<file path="config.mk">
export PLATFORM = sky130hd
export DESIGN_NAME = sar_start_ctrl
export DESIGN_NICKNAME = d
export VERILOG_FILES = /design/src/rtl/sar_ctrl_pkg.sv /design/src/rtl/sar_start_gate.sv /design/src/rtl/sar_seq.sv /design/src/rtl/sar_rd_port.sv /design/src/rtl/sar_start_ctrl.sv
export SDC_FILE = /design/constraint.sdc
export NUM_CORES = 1
export LEC_CHECK = 0
export BUFFER_PORTS_ARGS = -buffer_cell sky130_fd_sc_hd__buf_2
export CORE_AREA = 2 2 75 77
export DETAILED_ROUTE_END_ITERATION = 10
export DIE_AREA = 0 0 77 79
export REMOVE_ABC_BUFFERS = 1
export SYNTH_ARGS = -nofsm -noshare
export SYNTH_HDL_FRONTEND = slang
export SYNTH_SLANG_ARGS = --single-unit
</file>
<file path="constraint.sdc">
create_clock -name clk -period 2.7 [get_ports clk]
set_input_delay 0.27 -clock clk [delete_from_list [all_inputs] [get_ports clk]]
set_output_delay 0.27 -clock clk [all_outputs]
set_load 0.05 [all_outputs]
</file>
<file path="src/rtl/sar_ctrl_pkg.sv">
package sar_ctrl_pkg;
  typedef enum logic {SEQ_IDLE = 1'b0, SEQ_RUN = 1'b1} seq_state_t;

  // counter width able to hold the value n
  function automatic int cnt_w(input int n);
    return (n < 2) ? 1 : $clog2(n + 1);
  endfunction
endpackage

</file>
<file path="src/rtl/sar_start_gate.sv">
module sar_start_gate
  import sar_ctrl_pkg::*;
#(
  parameter int PWRUP_CYC = 375
) (
  input  logic clk,
  input  logic rst_n,
  input  logic start_in,
  input  logic busy,
  output logic s_start,
  output logic rise_ok,
  output logic gated_fall
);
  localparam int PW = cnt_w(PWRUP_CYC);

  logic [1:0]    sync_q;
  logic          prev_q;
  logic          gated_q;
  logic [PW-1:0] pulse_cnt;
  logic          pulse_act;
  logic          gated;

  assign s_start    = sync_q[1];
  assign rise_ok    = s_start & ~prev_q & ~busy;
  assign pulse_act  = (pulse_cnt != '0);
  assign gated      = s_start | pulse_act;
  assign gated_fall = gated_q & ~gated;

  always_ff @(posedge clk or negedge rst_n) begin
    if (!rst_n) begin
      sync_q    <= '0;
      prev_q    <= 1'b0;
      gated_q   <= 1'b0;
      pulse_cnt <= '0;
    end else begin
      sync_q  <= {sync_q[0], start_in};
      prev_q  <= s_start;
      gated_q <= gated;
      if (rise_ok)
        pulse_cnt <= PW'(PWRUP_CYC);
      else if (pulse_act)
        pulse_cnt <= pulse_cnt - 1'b1;
    end
  end
endmodule

</file>
<file path="src/rtl/sar_seq.sv">
module sar_seq
  import sar_ctrl_pkg::*;
#(
  parameter int NBITS   = 8,
  parameter int BIT_CYC = 141
) (
  input  logic             clk,
  input  logic             rst_n,
  input  logic             go,
  input  logic             cmp_in,
  output logic             busy,
  output logic             done,
  output logic [NBITS-1:0] code,
  output logic [NBITS-1:0] result
);
  localparam int CW = cnt_w(BIT_CYC);
  localparam int IW = cnt_w(NBITS - 1);

  seq_state_t    state;
  logic [CW-1:0] cyc_cnt;
  logic [IW-1:0] bit_idx;
  logic          step;

  // next trial code: settle bit i from the comparator, raise bit i-1
  function automatic logic [NBITS-1:0] sar_next(input logic [NBITS-1:0] c,
                                                input logic [IW-1:0] i,
                                                input logic keep);
    logic [NBITS-1:0] n;
    n = c;
    if (!keep) n[i] = 1'b0;
    if (i != '0) n[i - 1'b1] = 1'b1;
    return n;
  endfunction

  assign busy = (state == SEQ_RUN);
  assign step = busy && (cyc_cnt == CW'(BIT_CYC - 1));
  assign done = step && (bit_idx == '0);

  always_ff @(posedge clk or negedge rst_n) begin
    if (!rst_n) begin
      state   <= SEQ_IDLE;
      cyc_cnt <= '0;
      bit_idx <= '0;
      code    <= '0;
      result  <= '0;
    end else if (go) begin
      state   <= SEQ_RUN;
      cyc_cnt <= '0;
      bit_idx <= IW'(NBITS - 1);
      code    <= {1'b1, {(NBITS-1){1'b0}}};
    end else if (busy) begin
      if (step) begin
        cyc_cnt <= '0;
        code    <= sar_next(code, bit_idx, cmp_in);
        if (done) begin
          result <= sar_next(code, bit_idx, cmp_in);
          state  <= SEQ_IDLE;
        end else begin
          bit_idx <= bit_idx - 1'b1;
        end
      end else begin
        cyc_cnt <= cyc_cnt + 1'b1;
      end
    end
  end
endmodule

</file>
<file path="src/rtl/sar_rd_port.sv">
module sar_rd_port #(
  parameter int NBITS = 8
) (
  input  logic             clk,
  input  logic             rst_n,
  input  logic             cs_n,
  input  logic             rd_n,
  input  logic             busy,
  input  logic [NBITS-1:0] result,
  output logic             data_oe,
  output logic [NBITS-1:0] data_out
);
  logic access;
  logic busy_q;
  logic abort_q;

  assign access   = ~cs_n & ~rd_n;
  assign data_oe  = access & ~busy & ~abort_q;
  assign data_out = data_oe ? result : '0;

  always_ff @(posedge clk or negedge rst_n) begin
    if (!rst_n) begin
      busy_q  <= 1'b0;
      abort_q <= 1'b0;
    end else begin
      busy_q <= busy;
      if (!access)
        abort_q <= 1'b0;
      else if (busy && !busy_q)
        abort_q <= 1'b1;
    end
  end
endmodule

</file>
<file path="src/rtl/sar_start_ctrl.sv">
module sar_start_ctrl #(
  parameter int NBITS     = 8,
  parameter int PWRUP_CYC = 375,
  parameter int BIT_CYC   = 141
) (
  input  logic             clk,
  input  logic             rst_n,
  input  logic             start_in,
  input  logic             cmp_in,
  input  logic             cs_n,
  input  logic             rd_n,
  output logic [NBITS-1:0] dac_code,
  output logic             busy,
  output logic             powered,
  output logic             data_oe,
  output logic [NBITS-1:0] data_out
);
  logic             s_start;
  logic             rise_ok;
  logic             gated_fall;
  logic             conv_go;
  logic             seq_done;
  logic [NBITS-1:0] result_q;

  assign conv_go = gated_fall & ~busy & powered;

  sar_start_gate #(.PWRUP_CYC(PWRUP_CYC)) u_gate (
    .clk(clk), .rst_n(rst_n), .start_in(start_in), .busy(busy),
    .s_start(s_start), .rise_ok(rise_ok), .gated_fall(gated_fall)
  );

  sar_seq #(.NBITS(NBITS), .BIT_CYC(BIT_CYC)) u_seq (
    .clk(clk), .rst_n(rst_n), .go(conv_go), .cmp_in(cmp_in),
    .busy(busy), .done(seq_done), .code(dac_code), .result(result_q)
  );

  sar_rd_port #(.NBITS(NBITS)) u_rd (
    .clk(clk), .rst_n(rst_n), .cs_n(cs_n), .rd_n(rd_n), .busy(busy),
    .result(result_q), .data_oe(data_oe), .data_out(data_out)
  );

  // power state: up on an accepted rise, mode chosen at end of conversion
  always_ff @(posedge clk or negedge rst_n) begin
    if (!rst_n)
      powered <= 1'b0;
    else if (rise_ok)
      powered <= 1'b1;
    else if (seq_done)
      powered <= s_start;
  end
endmodule

</file>
# After elaboration in Yosys (flattened, before gate mapping)

Index checks and enable logic that the tools add are counted.

$add $sub $neg: 3
$lt $le $gt $ge: 4
Equality and inequality tests: 3
Mux-type cells: 35
Bitwise gates (word level): 20
Reduce and logical (&&, ||, !) cells: 16

Operators with widths:

| operator                                                          | number |
|---|---|
| 2-to-1 mux 8 bit                                                  | 17 |
| 2-to-1 mux 9 bit                                                  | 2 |
| OR 8 bit                                                          | 2 |
| 2-to-1 mux 3 bit                                                  | 4 |
| 2-to-1 mux 1 bit                                                  | 10 |
| nonzero test 9 bit                                                | 1 |
| subtractor 9 x 1 -> 9 bit, second input constant                  | 1 |
| adder 8 x 1 -> 8 bit, second input constant                       | 1 |
| AND 1 bit                                                         | 8 |
| AND 8 bit                                                         | 1 |
| == test 8 bit, second input constant                              | 1 |
| less-than comparator 3 x 4 -> 1 bit, second input constant        | 2 |
| inverter 8 bit                                                    | 1 |
| nonzero test 2 bit                                                | 4 |
| inverter 1 bit                                                    | 7 |
| demux 1 bit (select 3 bit)                                        | 2 |
| greater-or-equal comparator 3 x 1 -> 1 bit, second input constant | 2 |
| logical AND 1 bit                                                 | 5 |
| inequality test 2 bit, second input constant                      | 2 |
| AND reduction 4 bit                                               | 1 |
| logical NOT 3 bit                                                 | 1 |
| AND reduction 3 bit                                               | 1 |
| nonzero test 3 bit                                                | 1 |
| subtractor 3 x 1 -> 3 bit, second input constant                  | 1 |
| other kinds (3)                                                   | 3 |

Register bits after elaboration: 44
Input bits: 6
Word-level logic and storage cells: 93

# Longest topological paths before layout

Gate-level depths: netlist of the first run.

Depth in word-level cells: 15
Gate-level depth with buffers: 7
Depth with buffers taken out: 6

# Hierarchy

A second synthesis of the first run with hierarchy kept.

Cell total of the unflattened synthesis: 251
Area total of the unflattened synthesis: 2436.1 um^2

By module, submodules not included:

| module         | instances | cells an instance | area an instance (um^2) |
|---|---|---|---|
| sar_seq        | 1         | 168               | 1617.8 |
| sar_start_gate | 1         | 64                | 631.9 |
| sar_rd_port    | 1         | 14                | 138.9 |
| sar_start_ctrl | 1         | 5                 | 47.5 |

# Worst setup path after synthesis of the first run

Ideal clock, no wire load.

Path type: register -> output
Start point: register u_seq.state, in the netlist u_seq.busy
End point: output data_out[0]
Data arrival time: 3.367 ns
Slack: -0.937 ns
Stages on the path, launching flop included: 4
Path buffers: 1
Cells stage by stage: dfrtp_1 clkbuf_1 nor4_1 and2_1

Word-level cells in the longest chain between the ends: 4

RTL lines:

| what                    | line                 | RTL |
|---|---|---|
| from (decl)             | sar_seq.sv:19        | `seq_state_t state;` |
| from (signal assigned)  | sar_seq.sv:41        | `state <= SEQ_IDLE;` |
| from (signal assigned)  | sar_seq.sv:47        | `state <= SEQ_RUN;` |
| from (signal assigned)  | sar_seq.sv:57        | `state <= SEQ_IDLE;` |
| inverter 1 bit          | sar_rd_port.sv:18    | `assign data_oe = access & ~busy & ~abort_q;` |
| AND 1 bit (2 in series) | sar_rd_port.sv:18    |  |
| named net data_oe       | sar_start_ctrl.sv:15 | `output logic data_oe,` |
| 2-to-1 mux 8 bit        | sar_rd_port.sv:19    | `assign data_out = data_oe ? result : '0;` |
| to (decl)               | sar_start_ctrl.sv:16 | `output logic [NBITS-1:0] data_out` |

The timed path passes the listed nets, and every way through them passes these cells.

# Worst setup path in the final report of the first run

Start point: register u_seq.bit_idx[0]
End point: register u_seq.code[1]

Word-level cells in the longest chain between the ends: 15

RTL lines:

| what                                                                                                                    | line          | RTL |
|---|---|---|
| from (decl)                                                                                                             | sar_seq.sv:21 | `logic [IW-1:0] bit_idx;` |
| from (signal assigned)                                                                                                  | sar_seq.sv:49 | `bit_idx <= IW'(NBITS - 1);` |
| from (signal assigned)                                                                                                  | sar_seq.sv:59 | `bit_idx <= bit_idx - 1'b1;` |
| less-than comparator 3 x 4 -> 1 bit (not written as such) or greater-or-equal comparator 3 x 1 -> 1 bit (tied branches) | sar_seq.sv:30 | `if (!keep) n[i] = 1'b0;` |
| logical AND 1 bit (not written as such)                                                                                 | sar_seq.sv:30 |  |
| 2-to-1 mux 1 bit (not written as such)                                                                                  | sar_seq.sv:30 |  |
| demux 1 bit (select 3 bit)                                                                                              | n/a           |  |
| inverter 8 bit (no source line)                                                                                         | n/a           |  |
| AND 8 bit (no source line)                                                                                              | n/a           |  |
| 2-to-1 mux 8 bit                                                                                                        | sar_seq.sv:30 |  |
| 2-to-1 mux 8 bit                                                                                                        | sar_seq.sv:52 | `if (step) begin` |
| 2-to-1 mux 8 bit                                                                                                        | sar_seq.sv:51 | `end else if (busy) begin` |
| 2-to-1 mux 8 bit                                                                                                        | sar_seq.sv:46 | `end else if (go) begin` |
| OR 8 bit (no source line)                                                                                               | n/a           |  |
| 2-to-1 mux 8 bit *                                                                                                      | sar_seq.sv:31 | `if (i != '0) n[i - 1'b1] = 1'b1;` |
| 2-to-1 mux 8 bit *                                                                                                      | sar_seq.sv:52 |  |
| 2-to-1 mux 8 bit *                                                                                                      | sar_seq.sv:51 |  |
| 2-to-1 mux 8 bit *                                                                                                      | sar_seq.sv:46 |  |
| to (signal assigned)                                                                                                    | sar_seq.sv:50 | `code <= {1'b1, {(NBITS-1){1'b0}}};` |
| to (signal assigned)                                                                                                    | sar_seq.sv:54 | `code <= sar_next(code, bit_idx, cmp_in);` |
| to (decl)                                                                                                               | sar_seq.sv:13 | `output logic [NBITS-1:0] code,` |

Every way passes the cells marked *; elsewhere a longest branch is shown, timed or not. The select of a mux whose other input is x is not followed.
A chain may end at the register's enable or synchronous reset.

==> results of run 1 <==
## cell type report
| type | instances | area share |
|---|---|---|
| sequential | 44 | 0.421 |
| multi-input combinational | 165 | 0.412 |
| timing repair buffer | 29 | 0.0603 |
| tap | 72 | 0.0344 |
| clock buffer | 6 | 0.0316 |
| inverter | 18 | 0.0258 |
| clock inverter | 2 | 0.0148 |
## through the flow
stage	hold slack, ns	area (um^2)
2_1_floorplan	-0.0256	2250
3_3_place_gp	0.335	2490
3_5_place_dp	0.345	2490
4_1_cts	0.0834	2620
5_1_grt	0.0661	2620
6_report	0.0946	2620
## cell families (layout without fill, tap and decap cells)
kind of cell    after synthesis  in the layout
compound gates               57             57
xor+xnor                      8              8
fa+ha+maj                     5              5
buf+inv                      27             55
flops                        44             44
mux                           5              5
simple gates                 90             90
## state kept, by name, indices dropped and copies added, names as in the netlist
name,count
u_gate.pulse_cnt,9
u_seq.result,8
u_seq.bit_idx,3
powered,1
u_rd.busy_q,1
u_gate.prev_q,1
u_rd.abort_q,1
u_seq.code,8
u_seq.cyc_cnt,8
u_gate.gated_q,1
u_seq.busy,1
u_gate.sync_q,2
## worst max-delay path, stage by stage (launching register included)
cell      delay, ns
dfrtp_1        0.49
clkinv_1       0.29
ha_1           0.31
or3_1          0.39
a21boi_0       0.38
a21oi_1        0.13
nor3_1         0.18
## power by group
part | total (mW) | internal, mW | leakage [nW] | switching, mW
logic | 0.134 | 0.0498 | 0.574 | 0.0838
registers | 0.721 | 0.690 | 0.499 | 0.0310
clock network | 0.528 | 0.303 | 0.0614 | 0.226
## routing by layer
| layer | up-vias | track usage | share of wire |
|---|---|---|---|
| li1 | 878 | - | - |
| met5 | - | 0 | 0 |
| met3 | 6 | 0.0318 | 0.032 |
| met4 | 0 | 0.0643 | 0.016 |
| met2 | 29 | 0.254 | 0.44 |
| met1 | 831 | 0.253 | 0.51 |
## layout by cell type (no fill, tap or decap), types with 5 or more instances in the layout
| cell type | instances |
|---|---|
| a21oi_1 | 19 |
| and2_1 | 9 |
| buf_2 | 24 |
| buf_4 | 5 |
| clkbuf_8 | 6 |
| dfrtp_1 | 44 |
| ha_1 | 5 |
| inv_1 | 17 |
| nand2_1 | 20 |
| nand3_1 | 5 |
| nor2_1 | 16 |
| nor3_1 | 8 |
| o211ai_1 | 8 |
| o21ai_0 | 13 |
| or3_1 | 5 |
| xor2_1 | 5 |
## final timing paths
path                       slack (ns)             start  cells after the start             endpoint
min                              0.09          start_in                      1     u_gate.sync_q[0]
min reg2reg                      0.36  u_gate.sync_q[0]                      0     u_gate.sync_q[1]
max reg2reg                      0.45  u_seq.bit_idx[0]                      6        u_seq.code[1]
max in group asynchronous        1.97             rst_n                      1     u_seq.cyc_cnt[2]
min in group asynchronous        0.13             rst_n                      1  u_gate.pulse_cnt[1]
max                              0.45  u_seq.bit_idx[0]                      6        u_seq.code[1]
==> results.tsv, run 1 <==
stage	metric	value	unit
final_layout	Multi-input gate area	1080	um^2
synthesis	YS warnings	0	
drt	drt total wl	4.67	mm
timing	Fin Setup TNS	0	ns
synthesis	Post-Synth Adder-Cell Area	0.0271	
final_layout	fin util	0.490	
timing	Max Fclk	445	MHz
outcome	run status	complete, no violations	
setup_path	Crit. End Element	flip-flop	
final_layout	FF+latch area	1100	um^2
global_routing	gr usage total	0.172	
drt	first-iteration detailed-routing DRC count	108	
floorplanning	die area	6080	um^2
power	VDD IR max	0.253	mV
setup_path	Worst Setup Start Kind	flip-flop	
clocking	CTS tree	yes	
timing	Max Slew Vio Count	0	
clocking	Max clock buf depth	2	
clocking	clk slew on worst S/H paths	0.08	ns
clocking	clk_lat worst skew	0.29	ns
timing	RSZ-0062 raised after global routing	false	
timing	# setup viols final	0	
synthesis	Post-Synth Simple-Gate Area	0.227	
floorplanning	core area	5340	um^2
timing	worst setup margin	0.452	ns
synthesis	count leader, synth	dfrtp_1	
run	Max-cap violations	0	
placed_design	Port Buf Inserts	24	
clocking	Resized Gates After CTS	0	
synthesis	mux share of post-synthesis cell area	0.0233	
placed_design	placed insts	328	
timing	Worst-Margin Slew	0.973	ns
final_layout	synthesis-to-finish area growth	13.5	%
timing	period utilisation layout	0.832	
synthesis	Post-Synth XOR/XNOR Area	0.0304	
synthesis	asr flop ratio synth	1.00	
placed_design	Detail Placement HPWL	3.26	mm
timing	crit path time final	2.25	ns
setup_path	Critical Path RT	2.92	ns
drt	via count	1744	
synthesis	Yosys reg bits	44	
synthesis	synth cell count leaders	44 x dfrtp_1, 20 x nand2_1, 19 x a21oi_1	
placed_design	GPL Wtd Cong	0.827	
drt	Detail Route Antenna Nets	0	
synthesis	Synth cell types	50	
setup_path	CP max FO	9	
clocking	CTS Buf Count	5	
final_layout	Nets	274	
clocking	Hold Buf Count CTS	0	
timing	worst clock skew	0.00580	ns
synthesis	top cell type's share of synthesized area	0.478	
synthesis	Syn Inst Count	236	
floorplanning	site row count	27	
final_layout	n_diodes	0	
global_routing	initial antenna violation count	0	
placed_design	Setup WS pre-CTS	0.474	ns
power	power per cell area	529	nW/um^2
synthesis	largest cells by area after synthesis	dfrtp_1 48%, a21oi_1 4.1%, nand2_1 3.3%, o21ai_0 2.8%, inv_1 2.8%	
clocking	clk sink count	44	
drt	TritonRoute pass-1 iters	5	
synthesis	Post-Syn Area per Cell	9.77	um^2
floorplanning	Die Y	79	um
floorplanning	IO Count	25	
synthesis	main combinational cell family by area after synthesis	simple AND/OR/NAND/NOR gates	
drt	DR DRC count	0	
timing	Hold Fails Final Rpt	0	
synthesis	Cell Area, Synth	2300	um^2
clocking	H-tree Lvls	2	
global_routing	grt ovf	0	
clocking	Root Buffer Master	clkbuf_8	
global_routing	first-pass GRT wire length	8.18	mm
synthesis	area leader, netlist	dfrtp_1	
hold_path	HP Class	primary input to flip-flop	
synthesis	number of enable flip-flop cells after synthesis	0	
synthesis	register area share after synthesis	0.478	
drt	WL per Instance	13.9	um
synthesis	Synth Flop Type	dfrtp_1	
final_layout	layout cells sized above 1	0.193	
global_routing	number of global-route vias before repair	1620	
timing	Slew headroom	0.351	
drt	drt via density	5.19	
power	Leak	1.13	nW
synthesis	Synth Area in Compound Gates	0.159	
setup_path	Crit Path Class	flip-flop to flip-flop	
floorplanning	Die W	77	um
global_routing	largest net degree at the start of global routing	45	
final_layout	Final Non-Filler Cells	336	
power	Tot Pwr	1.38	mW
setup_path	Arr. time, crit path	2.46	ns
floorplanning	initial core utilization	0.432	
final_layout	fillers	549	
clocking	post-CTS setup buffer count	0	
No activity file was read; power rests on OpenSTA's default activity.
==> run 2, diff against run 1 <==
Settings changed: ABC_AREA from default to 1, CORE_AREA 2 2 75 77 to 2 2 77 79, DIE_AREA 0 0 77 79 to 0 0 79 81.
Clock period 2.7 ns to 2 ns, I/O delays scaled along.
==> run 2 against run 1 <==
Against the previous run: count of clock-buffer cells in the layout down 1; first-iteration DRC count decreased by 0.93%; critical path depth fell by 2; largest cell class unchanged; non-clock buffer count rose by 1; critical path type is now flip-flop to output port; final area rose by 3.4%; clock power up 3%; sequential power up 35%; area after synthesis rose by 4.5%; via count up 13%.
==> results.tsv, run 2 <==
stage	metric	value	unit	change
placed_design	Port Buf Inserts	24		unchanged
timing	Max Slew Vio Count	0		unchanged
synthesis	Syn Inst Count	301		was 236
timing	Fin Setup TNS	0	ns	unchanged
power	power per cell area	648	nW/um^2	was 529 nW/um^2
placed_design	Setup WS pre-CTS	0.287	ns	was 0.474 ns
timing	Worst Hold Slack	0.172	ns	was 0.0946 ns
power	Leak	1.49	nW	was 1.13 nW
synthesis	Synth Flop Type	dfrtp_1		unchanged
final_layout	Nets	342		was 274
clocking	clk sink count	44		unchanged
timing	# setup viols final	0		unchanged
drt	drt total wl	4.81	mm	was 4.67 mm
clocking	CTS Buf Count	5		unchanged
final_layout	Final Non-Filler Cells	406		was 336
final_layout	fin util	0.476		was 0.490
final_layout	post-route cell area	2700	um^2	was 2620 um^2
global_routing	gr usage total	0.172		about the same
floorplanning	IO Count	25		unchanged
synthesis	Synth Area in Compound Gates	0.0935		was 0.159
power	Clk network pwr share	0.310		was 0.382
drt	WL per Instance	11.8	um	was 13.9 um
timing	period utilisation layout	0.919		
timing	worst setup margin	0.162	ns	was 0.452 ns
synthesis	mux share of post-synthesis cell area	0		was 0.0233
final_layout	register with the most flip-flops	u_gate.pulse_cnt		unchanged
final_layout	synthesis-to-finish area growth	12.3	%	was 13.5%
synthesis	top cell type's share of synthesized area	0.457		was 0.478
clocking	clk slew on worst S/H paths	0.07	ns	was 0.08 ns
setup_path	Crit. End Element	output port		was flip-flop
run	Max-cap violations	0		unchanged
synthesis	Yosys reg bits	44		unchanged
timing	crit path time final	1.84	ns	
floorplanning	site row count	28		was 27
global_routing	largest net degree at the start of global routing	30		was 45
synthesis	asr flop ratio synth	1.00		unchanged
setup_path	Crit Path Class	flip-flop to output port		was flip-flop to flip-flop
placed_design	placed insts	397		was 328
synthesis	synth cell count leaders	58 x nand2_1, 44 x dfrtp_1, 42 x inv_1		was 44 x dfrtp_1, 20 x nand2_1, 19 x a21oi_1
setup_path	Critical Path RT	1.80	ns	was 2.92 ns
floorplanning	core area	5680	um^2	was 5340 um^2
clocking	Max clock buf depth	2		unchanged
floorplanning	Die W	79	um	was 77 um
final_layout	commonest non-fill, non-tap cell in the layout	nand2_1		was dfrtp_1
power	Flop pwr share	0.555		was 0.521
setup_path	Arr. time, crit path	1.64	ns	was 2.46 ns
clocking	post-CTS setup buffer count	0		unchanged
synthesis	main combinational cell family by area after synthesis	simple AND/OR/NAND/NOR gates		unchanged
global_routing	initial antenna violation count	0		unchanged
outcome	run status	complete, no violations		unchanged
final_layout	fillers	589		was 549
power	Comb power frac	0.136		was 0.097
clocking	Resized Gates After CTS	0		unchanged
final_layout	most frequent cells in the layout	58 x nand2_1, 44 x dfrtp_1, 42 x inv_1		was 44 x dfrtp_1, 24 x buf_2, 20 x nand2_1
synthesis	count leader, synth	nand2_1		was dfrtp_1
synthesis	Post-Synth Adder-Cell Area	0.0260		was 0.0271
timing	worst clock skew	0.0133	ns	was 0.00580 ns
setup_path	Worst Setup Start Kind	flip-flop		unchanged
synthesis	Post-Synth XOR/XNOR Area	0.0255		was 0.0304
synthesis	Cell Area, Synth	2410	um^2	was 2300 um^2
power	VDD IR max	0.282	mV	was 0.253 mV
synthesis	Post-Synth Simple-Gate Area	0.299		was 0.227
drt	Detail Route Antenna Nets	0		unchanged
final_layout	n_diodes	0		unchanged
drt	TritonRoute pass-1 iters	4		was 5
final_layout	layout cells sized above 1	0.184		was 0.193
timing	RSZ-0062 raised after global routing	false		unchanged
timing	Worst-Margin Slew	0.636	ns	was 0.973 ns
timing	Hold Fails Final Rpt	0		unchanged
placed_design	Detail Placement HPWL	3.51	mm	was 3.26 mm
clocking	Root Buffer Master	clkbuf_8		unchanged
synthesis	number of enable flip-flop cells after synthesis	0		unchanged
global_routing	number of global-route vias before repair	1948		was 1,620
power	Psw	0.508	mW	was 0.340 mW
hold_path	HP Class	primary input to flip-flop		unchanged
setup_path	CP max FO	8		was 9
synthesis	register area share after synthesis	0.457		was 0.478
drt	first-iteration detailed-routing DRC count	107		was 108
timing	Slew headroom	0.576		was 0.351
placed_design	dpl cell area	2600	um^2	was 2490 um^2
final_layout	Largest register FFs	9		unchanged
drt	drt via density	4.86		was 5.19
placed_design	GPL Wtd Cong	0.853		was 0.827
timing	Max Fclk	544	MHz	
clocking	H-tree Lvls	2		unchanged
global_routing	first-pass GRT wire length	8.77	mm	was 8.18 mm
drt	via count	1974		was 1,744
clocking	CTS tree	yes		unchanged
global_routing	grt ovf	0		unchanged
power	switching fraction of total power	0.290		was 0.246
synthesis	YS warnings	0		unchanged
synthesis	largest cells by area after synthesis	dfrtp_1 46%, nand2_1 9.0%, inv_1 6.5%, nand3_1 5.6%, nor2_1 5.1%		was dfrtp_1 48%, a21oi_1 4.1%, nand2_1 3.3%, o21ai_0 2.8%, inv_1 2.8%
floorplanning	Die Y	81	um	was 79 um
synthesis	area leader, netlist	dfrtp_1		unchanged
drt	DR DRC count	0		unchanged
power	Pint	1.25	mW	was 1.04 mW
clocking	Hold Buf Count CTS	2		was 0
clocking	clk_lat worst skew	0.30	ns	was 0.29 ns
floorplanning	die area	6400	um^2	was 6080 um^2
synthesis	Synth cell types	31		was 50
power	Tot Pwr	1.75	mW	was 1.38 mW
synthesis	Post-Syn Area per Cell	8.00	um^2	was 9.77 um^2
floorplanning	initial core utilization	0.424		was 0.432
run 2: changes by cell type after synthesis, moves of 7 or more:
cell / change
o21ai_1: +13
nand3_1: +22
inv_2: +7
a21oi_1: -12
o211ai_1: -7
nand2_1: +38
and2_1: -8
inv_1: +25
a22oi_1: +8
nor2_1: +17
run 2: cells by family (layout without fill, tap and decap cells):
kind of cell,Yosys count,after routing
flip-flops,44,44
XOR/XNOR,7,7
adder cells (fa/ha/maj),5,5
AO/OA/AOI/OAI,40,40
buffers and inverters,57,87
AND/OR/NAND/NOR,148,148
run 2: power groups by stage:
stage	clock network [mW]	registers (mW)	logic [mW]
after floorplan	0	0.991	0.166
after global placement	0	0.991	0.237
after detailed placement	0	0.991	0.237
after CTS	0.561	0.973	0.241
after global routing	0.587	0.979	0.273
final	0.543	0.972	0.238
run 2: worst paths after layout:
| check | start | endpoint | slack, ns | depth (start not counted) |
|---|---|---|---|---|
| hold / removal | cs_n | u_rd.abort_q | 0.17 | 4 |
| max in group asynchronous | rst_n | u_seq.cyc_cnt[7] | 0.95 | 3 |
| hold reg to reg | u_gate.sync_q[0] | u_gate.sync_q[1] | 0.36 | 0 |
| setup reg to reg | u_seq.cyc_cnt[0] | powered | 0.27 | 11 |
| min in group asynchronous | rst_n | u_gate.pulse_cnt[2] | 0.44 | 2 |
| setup / recovery | u_seq.busy | data_out[7] | 0.16 | 4 |
run 2: final cells by class:
cell class / count / area, um^2 / area share
clock buffer: 5 / 68.8 / 0.0255
clock inverter: 2 / 12.5 / 0.00463
inverter: 50 / 189 / 0.0699
multi-input combinational: 200 / 1070 / 0.395
sequential: 44 / 1100 / 0.407
tap: 75 / 93.8 / 0.0347
timing repair buffer: 30 / 170 / 0.0629
run 2: critical path: stages, from the launching register on:
cell and delay, ns:
dfrtp_1 0.45, nor3_2 0.25, inv_1 0.19, nor2_1 0.17, buf_2 0.29
run 2: routing by layer:
metal / track usage / wire, um / part of all wire
met5: 0 / 0 / 0
met4: 0.0534 / 69 / 0.014
met3: 0.0400 / 160 / 0.033
met2: 0.275 / 2180 / 0.45
met1: 0.231 / 2390 / 0.50
==> run 3, diff against run 2 <==
Settings changed: CAP_MARGIN from default to 40, CORE_AREA 2 2 77 79 to 2 2 71 73, DIE_AREA 0 0 79 81 to 0 0 73 75, PLACE_DENSITY from default to 0.74.
==> run 3 against run 2 <==
Against the previous run: critical path depth unchanged; hold slack got worse by 0.0041 ns; cell count decreased by 5.2%; largest cell class unchanged; sequential cell count unchanged; count of clock-buffer cells in the layout unchanged; core utilization increased by 10 points; sequential share of layout area about the same; clock skew decreased by 0.0061 ns; fmax increased by 0.24%; global-route usage increased by 3.2 points; largest power group unchanged; non-clock buffer count decreased by 1.
==> results.tsv, run 3 (synthesis gave the netlist of run 2 again) <==
stage	metric	value	unit	change
global_routing	largest net degree at the start of global routing	30		unchanged
setup_path	number of cells on the critical path	4		unchanged
setup_path	Critical Path RT	1.80	ns	about the same
final_layout	commonest non-fill, non-tap cell in the layout	nand2_1		unchanged
placed_design	placed insts	375		was 397
setup_path	Worst Setup Start Kind	flip-flop		unchanged
clocking	clk_lat worst skew	0.30	ns	about the same
timing	crit path time final	1.83	ns	was 1.84 ns
floorplanning	site row count	25		was 28
global_routing	initial antenna violation count	0		unchanged
global_routing	grt ovf	0		unchanged
power	Pint	1.38	mW	was 1.25 mW
clocking	CTS Buf Count	5		unchanged
final_layout	Largest register FFs	9		unchanged
timing	# setup viols final	0		unchanged
global_routing	number of global-route vias before repair	1825		was 1,948
drt	via count	2002		was 1,974
clocking	clk sink count	44		unchanged
drt	WL per Instance	12.7	um	was 11.8 um
timing	Slew headroom	0.753		was 0.576
clocking	Max clock buf depth	2		unchanged
power	Psw	0.520	mW	was 0.508 mW
power	VDD IR max	0.407	mV	was 0.282 mV
setup_path	Reg2Reg Depth	9		was 11
timing	period utilisation layout	0.917		was 0.919
setup_path	Crit Path Class	flip-flop to output port		unchanged
floorplanning	initial core utilization	0.517		was 0.424
final_layout	Nets	341		was 342
drt	M1 WL	2.39	mm	about the same
floorplanning	Die Y	75	um	was 81 um
clocking	CTS tree	yes		unchanged
global_routing	first-pass GRT wire length	8.54	mm	was 8.77 mm
placed_design	GPL Wtd Cong	0.922		was 0.853
power	switching fraction of total power	0.273		was 0.290
timing	worst clock skew	0.00725	ns	was 0.0133 ns
clocking	Root Buffer Master	clkbuf_8		unchanged
power	Tot Pwr	1.90	mW	was 1.75 mW
power	Comb power frac	0.125		was 0.136
power	Flop pwr share	0.512		was 0.555
setup_path	crit path buf inv count	2		unchanged
final_layout	most frequent cells in the layout	58 x nand2_1, 43 x dfrtp_1, 42 x inv_1		was 58 x nand2_1, 44 x dfrtp_1, 42 x inv_1
timing	Max Fclk	545	MHz	was 544 MHz
hold_path	HP Class	primary input to flip-flop		unchanged
floorplanning	core area	4660	um^2	was 5680 um^2
setup_path	CP max-delay cell	dfrtp_2		was dfrtp_1
timing	RSZ-0062 raised after global routing	false		unchanged
placed_design	Detail Placement HPWL	3.55	mm	was 3.51 mm
hold_path	hold depth	4		unchanged
final_layout	n_diodes	0		unchanged
power	power per cell area	703	nW/um^2	was 648 nW/um^2
clocking	H-tree Lvls	2		unchanged
drt	Detail Route Antenna Nets	0		unchanged
drt	metal2 WL	2.25	mm	was 2.18 mm
final_layout	synthesis-to-finish area growth	12.4	%	was 12.3%
floorplanning	Die W	73	um	was 79 um
clocking	clk slew on worst S/H paths	0.08	ns	was 0.07 ns
setup_path	critical path's top delay family	flip-flops		was buffers and inverters
drt	first-iteration detailed-routing DRC count	97		was 107
setup_path	CP max FO	10		was 8
outcome	run status	complete, no violations		unchanged
drt	DR DRC count	0		unchanged
drt	TritonRoute pass-1 iters	4		unchanged
timing	worst setup margin	0.166	ns	was 0.162 ns
setup_path	largest stage delay on the critical path	0.50	ns	was 0.45 ns
floorplanning	die area	5480	um^2	was 6400 um^2
setup_path	crit path cell chain	nor3_2, inv_1, nor2_1, buf_2		unchanged
drt	Max Used Layer	met4		unchanged
floorplanning	IO Count	25		unchanged
run	Max-cap violations	0		unchanged
timing	Worst-Margin Slew	0.369	ns	was 0.636 ns
power	Clk network pwr share	0.364		was 0.310
final_layout	Final Non-Filler Cells	385		was 406
drt	met3 WL post-DR	194	um	was 160 um
final_layout	register with the most flip-flops	u_gate.pulse_cnt		unchanged
timing	Hold Fails Final Rpt	0		unchanged
timing	Max Slew Vio Count	0		unchanged
placed_design	Port Buf Inserts	24		unchanged
drt	drt via density	5.20		was 4.86
global_routing	gr usage total	0.203		was 0.172
setup_path	Crit. End Element	output port		unchanged
drt	drt total wl	4.89	mm	was 4.81 mm
placed_design	Setup WS pre-CTS	0.289	ns	was 0.287 ns
power	Leak	1.50	nW	was 1.49 nW
setup_path	Arr. time, crit path	1.63	ns	was 1.64 ns
final_layout	layout cells sized above 1	0.187		was 0.184
run 3: cell count changes in the layout (fill, tap and decap cells not counted), sizes merged:
cell | previous run | this run
clkinv | 2 | 3
clkinvlp | 1 | 0
bufinv | 0 | 1
buf | 28 | 27
run 3: path summary, 6_finish.rpt:
path | startpoint | to | slack (ns)
worst max-delay path | u_seq.busy | data_out[7] | 0.17
worst min-delay path | cs_n | u_rd.abort_q | 0.17
worst max register to register | u_gate.pulse_cnt[0] | u_seq.code[0] | 0.27
worst min register to register | u_gate.sync_q[0] | u_gate.sync_q[1] | 0.35
max in group asynchronous | rst_n | u_seq.busy | 0.95
min in group asynchronous | rst_n | u_gate.pulse_cnt[1] | 0.33
run 3: worst reg2reg max path: cells and delay by family, from the launching register on:
family / cells / cell delay (ns)
fa+ha+maj: 1 / 0.21
compound gates: 2 / 0.21
buf+inv: 2 / 0.22
flops: 1 / 0.37
simple gates: 4 / 0.61
run 3: final cells by class:
class | instances | area, um^2
Tap cell | 54 | 67.6
Clock inverter | 3 | 47.5
Fill cell | 423 | 1950
Multi-Input combinational cell | 200 | 1070
Timing Repair Buffer | 29 | 163
Sequential cell | 44 | 1100
Clock buffer | 5 | 68.8
Inverter | 50 | 189
run 3: power by group through the flow:
stage               Sequential (mW)  Clock, mW  Combinational [mW]
floorplan                     0.991          0               0.166
global route                  0.981      0.733               0.271
finish                        0.974      0.692               0.237
global placement              0.989          0               0.232
CTS                           0.973      0.710               0.240
detailed placement            0.991          0               0.236
run 3: layer usage:
metal  GRT usage  vias to the layer above
li1            -                     1016
met1       0.288                      940
met2       0.311                       42
met3      0.0428                        4
met4      0.0720                        0
met5           0                        -
run 3: timing repair:
action,in CTS,in global routing
hold buffers,2,0
hold endpoints to repair,16,0
setup buffers,0,0
gates resized for setup,0,1
setup endpoints to repair,0,3
run 3: stage by stage:
stage	hold slack, ns	util	cell area, um^2	setup TNS [ns]
final	0.168	0.581	2710	0
after global placement	0.132	0.551	2570	0
after detailed placement	0.130	0.551	2570	0
after global routing	0.174	0.581	2710	0
after CTS	0.160	0.580	2710	0
after floorplan	-0.0956	-	2360	-5.54
